`config.mk`:
```
export PLATFORM = sky130hd
export DESIGN_NAME = serial_alu
export DESIGN_NICKNAME = d
export VERILOG_FILES = /design/src/rtl/serial_alu_pkg.sv /design/src/rtl/serial_alu_ctrl.sv /design/src/rtl/serial_alu_dp.sv /design/src/rtl/serial_alu.sv
export SDC_FILE = /design/constraint.sdc
export NUM_CORES = 1
export LEC_CHECK = 0
export ABC_CLOCK_PERIOD_IN_PS = 4500
export BUFFER_PORTS_ARGS = -buffer_cell sky130_fd_sc_hd__clkbuf_2
export CAP_MARGIN = 5
export CORE_AREA = 2 2 39 41
export CTS_CLUSTER_DIAMETER = 40
export DETAILED_ROUTE_END_ITERATION = 16
export DIE_AREA = 0 0 41 43
export HOLD_SLACK_MARGIN = 0.15
export PLACE_DENSITY_LB_ADDON = 0.3
export SLEW_MARGIN = 15
export SYNTH_ARGS = -nofsm -noshare
export SYNTH_HDL_FRONTEND = slang
export SYNTH_HIERARCHICAL = 1
export SYNTH_SLANG_ARGS = --single-unit
```
`constraint.sdc`:
```
create_clock -name clk -period 4.5 [get_ports clk]
set_clock_uncertainty 0.2 [all_clocks]
set_input_delay 0.9 -clock clk [delete_from_list [all_inputs] [get_ports clk]]
set_output_delay 0.9 -clock clk [all_outputs]
set_load 0.01 [all_outputs]
```
`src/rtl/serial_alu_pkg.sv`:
```
package serial_alu_pkg;

  typedef enum logic [1:0] {
    RES_ARITH  = 2'b00,
    RES_BOOL   = 2'b01,
    RES_SETLT  = 2'b10,
    RES_ARITH2 = 2'b11
  } resSel_e;

  typedef struct packed {
    logic firstBit;   // enabled bit at count 0
    logic lastBit;    // enabled bit at the final count
    logic stepEn;     // carry and flags may advance
    logic carrySeed;  // carry value injected on the first bit
  } aluStrobe_t;

endpackage

```
`src/rtl/serial_alu_ctrl.sv`:
```
module serial_alu_ctrl
  import serial_alu_pkg::*;
#(
  parameter int WIDTH = 32,
  localparam int CNT_W = $clog2(WIDTH)
) (
  input  logic             enable,
  input  logic [CNT_W-1:0] cnt,
  input  logic [1:0]       resSel,
  input  logic             subMode,
  output aluStrobe_t       stb
);
  localparam logic [CNT_W-1:0] LAST_IDX = CNT_W'(WIDTH - 1);

  resSel_e selMode;

  always_comb begin
    selMode       = resSel_e'(resSel);
    stb.firstBit  = enable && (cnt == '0);
    stb.lastBit   = enable && (cnt == LAST_IDX);
    stb.stepEn    = enable && (selMode != RES_SETLT);
    stb.carrySeed = subMode;
  end
endmodule

```
`src/rtl/serial_alu_dp.sv`:
```
module serial_alu_dp
  import serial_alu_pkg::*;
(
  input  logic       clk,
  input  logic       rstN,
  input  aluStrobe_t stb,
  input  logic       rs1Bit,
  input  logic       rs2Bit,
  input  logic       immBit,
  input  logic       useImm,
  input  logic       subMode,
  input  logic [1:0] resSel,
  input  logic [1:0] boolCode,
  input  logic       cmpSigned,
  input  logic       cmpEq,
  output logic       resBit,
  output logic       cmpFlag
);
  logic carryQ, eqQ, ltQ;
  logic opB, bEff, carryIn, sumBit, carryOut;
  logic eqNext, ltSignedNow, ltUnsignedNow;
  logic boolBit, setLtBit;
  resSel_e selMode;

  always_comb begin
    opB      = useImm ? immBit : rs2Bit;
    bEff     = opB ^ subMode;
    carryIn  = stb.firstBit ? stb.carrySeed : carryQ;
    sumBit   = rs1Bit ^ bEff ^ carryIn;
    carryOut = (rs1Bit & bEff) | (carryIn & (rs1Bit ^ bEff));

    eqNext        = (stb.firstBit ? 1'b1 : eqQ) & ~sumBit;
    ltSignedNow   = (rs1Bit & ~opB) | (~(rs1Bit ^ opB) & sumBit);
    ltUnsignedNow = ~carryOut;

    unique case (boolCode)
      2'b10:   boolBit = rs1Bit | opB;
      2'b11:   boolBit = rs1Bit & opB;
      default: boolBit = rs1Bit ^ opB;
    endcase

    setLtBit = stb.firstBit ? ltQ : 1'b0;

    selMode = resSel_e'(resSel);
    unique case (selMode)
      RES_BOOL:  resBit = boolBit;
      RES_SETLT: resBit = setLtBit;
      default:   resBit = sumBit;
    endcase

    cmpFlag = cmpEq ? eqQ : ltQ;
  end

  always_ff @(posedge clk) begin
    if (!rstN) begin
      carryQ <= 1'b0;
      eqQ    <= 1'b1;
      ltQ    <= 1'b0;
    end else if (stb.stepEn) begin
      carryQ <= carryOut;
      eqQ    <= eqNext;
      if (stb.lastBit) ltQ <= cmpSigned ? ltSignedNow : ltUnsignedNow;
    end
  end
endmodule

```
`src/rtl/serial_alu.sv`:
```
module serial_alu
  import serial_alu_pkg::*;
#(
  parameter int WIDTH = 32,
  localparam int CNT_W = $clog2(WIDTH)
) (
  input  logic             clk,
  input  logic             rstN,
  input  logic             enable,
  input  logic [CNT_W-1:0] cnt,
  input  logic             rs1Bit,
  input  logic             rs2Bit,
  input  logic             immBit,
  input  logic             useImm,
  input  logic             subMode,
  input  logic [1:0]       resSel,
  input  logic [1:0]       boolCode,
  input  logic             cmpSigned,
  input  logic             cmpEq,
  output logic             resBit,
  output logic             cmpFlag
);
  aluStrobe_t stb;

  serial_alu_ctrl #(.WIDTH(WIDTH)) u_ctrl (
    .enable (enable),
    .cnt    (cnt),
    .resSel (resSel),
    .subMode(subMode),
    .stb    (stb)
  );

  serial_alu_dp u_dp (
    .clk      (clk),
    .rstN     (rstN),
    .stb      (stb),
    .rs1Bit   (rs1Bit),
    .rs2Bit   (rs2Bit),
    .immBit   (immBit),
    .useImm   (useImm),
    .subMode  (subMode),
    .resSel   (resSel),
    .boolCode (boolCode),
    .cmpSigned(cmpSigned),
    .cmpEq    (cmpEq),
    .resBit   (resBit),
    .cmpFlag  (cmpFlag)
  );
endmodule

```
* After elaboration in Yosys (flattened, before gate mapping)
Index checks and enable logic that the tools add are counted.
Storage, ports and cells: flip-flop bits (word level) 3, bits in latches 0, bits in writable memories 0, memory bits (read-only) 0, input bits 19, output and inout port bits 2, word-level logic and storage cells 39, memories kept 0
Cells by class: add/subtract/negate cells 0, multipliers 0, divide/modulo/power cells 0, magnitude comparators 0, eq/ne operators 6, shift operators 0, muxes and demuxes 8, bitwise logic cells 17, reduce and logical (&&, ||, !) cells 5
Operator list (number):
- 1-bit AND | 6
- 2-bit equality test, second input constant | 3
- 1-bit two-way mux | 6
- 5-bit equality test, second input constant | 1
- 5-bit logical NOT | 1
- 1-bit NOT | 4
- 1-bit one-hot mux with 2 select lines | 2
- 1-bit XOR | 4
- 1-bit logical AND | 3
- 1-bit bitwise OR | 3
- 2-bit by 1-bit equality test with 1-bit output, second input constant | 1
- 2-bit inequality test, second input constant | 1
- 2-bit AND reduction | 1

* Depth between registers and ports, before layout
depth after elaboration 7, mapped depth 7, mapped depth without buffers 7

* Hierarchy
The synthesis kept the hierarchy.
By module, submodules not included:
- serial_alu_dp | instances 1, cells an instance 38, area each 315.3 um^2, sequential area each 60.1 um^2
- serial_alu_ctrl | instances 1, cells an instance 8, area each 52.6 um^2, sequential area each 0.0 um^2

* Worst setup path before layout
No wires, ideal clock.
path kind in2out, start point input cnt[4], end point output resBit, arrival time 2.543 ns, data required time 3.400 ns, setup slack 0.857 ns, cell stages on the path 6, buffers on the path 0, path through or4b_1 > nor3_2 > mux2i_1 > fa_1 > nand2_1 > o31a_1
RTL lines:
- start, declared | RTL line serial_alu.sv:10 | input logic [CNT_W-1:0] cnt,
- end, declared | RTL line serial_alu.sv:20 | output logic resBit,

==> impl_metrics.sql <==
INSERT INTO impl_metrics (metric_group, metric, value, unit) VALUES
('synth', 'synth_xor_area_share', '2.38', '%'),
('global_route', 'via_count_of_the_first_global_routing_pass', '341', ''),
('cells_and_area', 'layout_commonest_cell', 'sky130_fd_sc_hd__clkbuf_2', ''),
('route', 'wl_met3', '48', 'um'),
('run_status', 'status', 'complete, no violations', ''),
('die', 'dieHeight', '43', 'um'),
('cells_and_area', 'nNetsFinal', '95', ''),
('setup_path', 'setup.reg_to_reg.worst_slack', '2.56', 'ns'),
('synth', 'yosys.area_share.adder', '22.4', '%'),
('synth', 'synth_compound_area_share', '18.4', '%'),
('die', 'initial_utilization', '26.6', '%'),
('cells_and_area', 'diodes', '0', ''),
('cells_and_area', 'synthToLayoutAreaGrowth', '37.8', '%'),
('synth', 'synth_top_family_by_area', 'simple AND/OR/NAND/NOR gates', ''),
('setup_path', 'cp_data_arrival_time', '2.84', 'ns'),
('sta', 'final_min_period_over_clock_period', '87.6', '%'),
('cts', 'cts_hold_repair.buffers', '0', ''),
('sta', 'final-hold-violation-count', '0', ''),
('global_route', 'globalRouteOverflowTotal', '0', ''),
('synth', 'synth_cell_type_count', '24', ''),
('placed_design', 'numPortBuffers', '20', ''),
('cells_and_area', 'layout.cell_area.non_filler', '507', 'um2'),
('setup_path', 'worst_path_most_repeated_cell', 'sky130_fd_sc_hd__clkbuf_2', ''),
('sta', 'fin_worst_hold_slack', '0.282', 'ns'),
('setup_path', 'crit_path_start_kind', 'input port', ''),
('die', 'chipWidth', '41', 'um'),
('die', 'core', '1380', 'um2'),
('sta', 'tightestPinTransition', '0.548', 'ns'),
('die', 'dieArea', '1760', 'um2'),
('setup_path', 'regToRegStartpoint', 'u_dp/carryQ', ''),
('cells_and_area', 'layout.area.seq', '60.1', 'um2'),
('placed_design', 'dp.cells', '81', ''),
('synth', 'synth_seq_cells', '3', ''),
('cells_and_area', 'fillers', '159', ''),
('pwr', 'vdd_drop_max', '0.0844', 'mV'),
('route', 'detailroute.via_count', '380', ''),
('cts', 'worst_skew_pair.late_latency', '0.23', 'ns'),
('global_route', 'grt_max_degree', '6', ''),
('route', 'detailed_route_iter0_violations', '2', ''),
('flow_run', 'max_cap_viol_count', '0', ''),
('cells_and_area', 'mostFrequentLayoutCells', '20 x sky130_fd_sc_hd__clkbuf_2, 8 x sky130_fd_sc_hd__nand2_1, 6 x sky130_fd_sc_hd__inv_1', ''),
('cts', 'cts_root_buf', 'sky130_fd_sc_hd__clkbuf_4', ''),
('pwr', 'switchingPower', '31.9', 'uW'),
('setup_path', 'crit_path_top_delay_cell', 'sky130_fd_sc_hd__or4b_1', ''),
('cts', 'worst_setup_hold_path_clk_slew', '0.04', 'ns'),
('die', 'io-pin-count', '21', ''),
('pwr', 'power.switching_fraction', '28.3', '%'),
('route', 'wl_met1', '299', 'um'),
('setup_path', 'timing.critical_path.required', '3.40', 'ns'),
('worst_hold_path', 'timing.hold.worst.start', 'u_dp/ltQ', ''),
('cts', 'post_cts_resized', '0', ''),
('global_route', 'global_route_wire_length_before_repair', '1220', 'um'),
('cts', 'tritoncts', 'built', ''),
('pwr', 'pwr-share-comb', '33.5', '%'),
('cts', 'number_of_clock_sinks', '3', ''),
('global_route', 'initial_antenna_violation_count', '0', ''),
('sta', 'max_freq', '0.254', 'GHz'),
('synth', 'yosysWarnings', '6', ''),
('die', 'num_rows', '14', ''),
('route', 'routed_wl', '790', 'um'),
('setup_path', 'timing.critical_path.fanout_max', '3', ''),
('placed_design', 'weighted_congestion_reported_at_the_end_of_routability_driven_placement', '0.646', ''),
('synth', 'seq_area_frac_synth', '16.3', '%'),
('sta', 'timing.max_slew.rel_slack', '63.2', '%'),
('route', 'avgViaCountPerCell', '4.47', ''),
('cts', 'cts_buffers', '3', ''),
('cells_and_area', 'post_route_cells_drive_above_1_share', '39.1', '%'),
('placed_design', 'place_area', '480', 'um2'),
('sta', 'unrepaired_setup_endpoints_after_global_routing', 'false', ''),
('pwr', 'pwr-share-seq', '26.2', '%'),
('route', 'highest_routed_layer', 'met3', '');
## power groups by stage
stage / clock network (mW) / logic [mW] / registers (mW)
after CTS: 0.0474 / 0.0388 / 0.0295
after floorplan: 0 / 0.0222 / 0.0297
final: 0.0456 / 0.0378 / 0.0296
after detailed placement: 0 / 0.0385 / 0.0300
after global routing: 0.0526 / 0.0421 / 0.0297
after global placement: 0 / 0.0369 / 0.0300
## flip-flops by register name, indices dropped and copies added (netlist names)
name and count:
u_dp/eqQ 1, u_dp/ltQ 1, u_dp/carryQ 1
## stage by stage
step                util [%]  power (mW)
detailed placement      34.7      0.0685
global route            36.6       0.124
global placement        34.7      0.0669
CTS                     36.6       0.116
finish                  36.6       0.113
floorplan                  -      0.0518
## critical path: cells and delay by family
kind / cells / cell delay [ns]
AOI/OAI and AO/OA: 1 / 0.13
adders and majority gates: 1 / 0.48
muxes: 1 / 0.28
and+or+nand+nor: 3 / 0.85
buffers and inverters: 2 / 0.21
## final timing paths
path / endpoint / cells past startpoint
setup / recovery: resBit / 8
setup reg to reg: u_dp/ltQ / 5
hold reg to reg: u_dp/ltQ / 2
hold / removal: u_dp/ltQ / 2
## routing by layer
layer / track usage [%] / up-vias
li1: - / 204
met1: 10.0 / 166
met2: 18.8 / 10
met3: 1.57 / 0
met4: 4.00 / 0
met5: 0 / -
## cell families (layout without fill, tap and decap cells)
group | count (synthesis) | after routing
simple gates | 17 | 17
buf+inv | 7 | 30
mux | 3 | 3
fa+ha+maj | 6 | 6
xor+xnor | 1 | 1
flops | 3 | 3
compound gates | 9 | 9
## synth_stat cells
library cell,n,area [um2]
sky130_fd_sc_hd__a21oi_1,2,10.0
sky130_fd_sc_hd__o31a_1,1,8.76
sky130_fd_sc_hd__xor2_1,1,8.76
sky130_fd_sc_hd__ha_1,5,62.6
sky130_fd_sc_hd__nor3_2,1,10.0
sky130_fd_sc_hd__dfxtp_1,3,60.1
sky130_fd_sc_hd__o211a_1,1,10.0
sky130_fd_sc_hd__or4b_1,1,10.0
sky130_fd_sc_hd__or2_2,1,6.26
sky130_fd_sc_hd__nor2b_1,1,6.26
sky130_fd_sc_hd__fa_1,1,20.0
sky130_fd_sc_hd__a21boi_2,1,11.3
sky130_fd_sc_hd__o21ai_0,2,10.0
sky130_fd_sc_hd__inv_1,6,22.5
sky130_fd_sc_hd__a21boi_0,1,7.51
sky130_fd_sc_hd__a311o_1,1,10.0
sky130_fd_sc_hd__mux2_2,1,11.3
sky130_fd_sc_hd__nor2_1,2,7.51
sky130_fd_sc_hd__mux2i_1,2,20.0
sky130_fd_sc_hd__buf_4,1,7.51
sky130_fd_sc_hd__nand2_1,8,30.0
sky130_fd_sc_hd__or2_1,1,6.26
sky130_fd_sc_hd__nand4_1,1,6.26
sky130_fd_sc_hd__nand3_1,1,5.00
## cell type report
class	count	area share, %
Tap cell	16	3.95
Timing Repair Buffer	20	19.8
Sequential cell	3	11.9
Inverter	6	4.44
Clock buffer	4	5.19
Multi-Input combinational cell	36	54.8
Power figures use the tool's default switching activity.
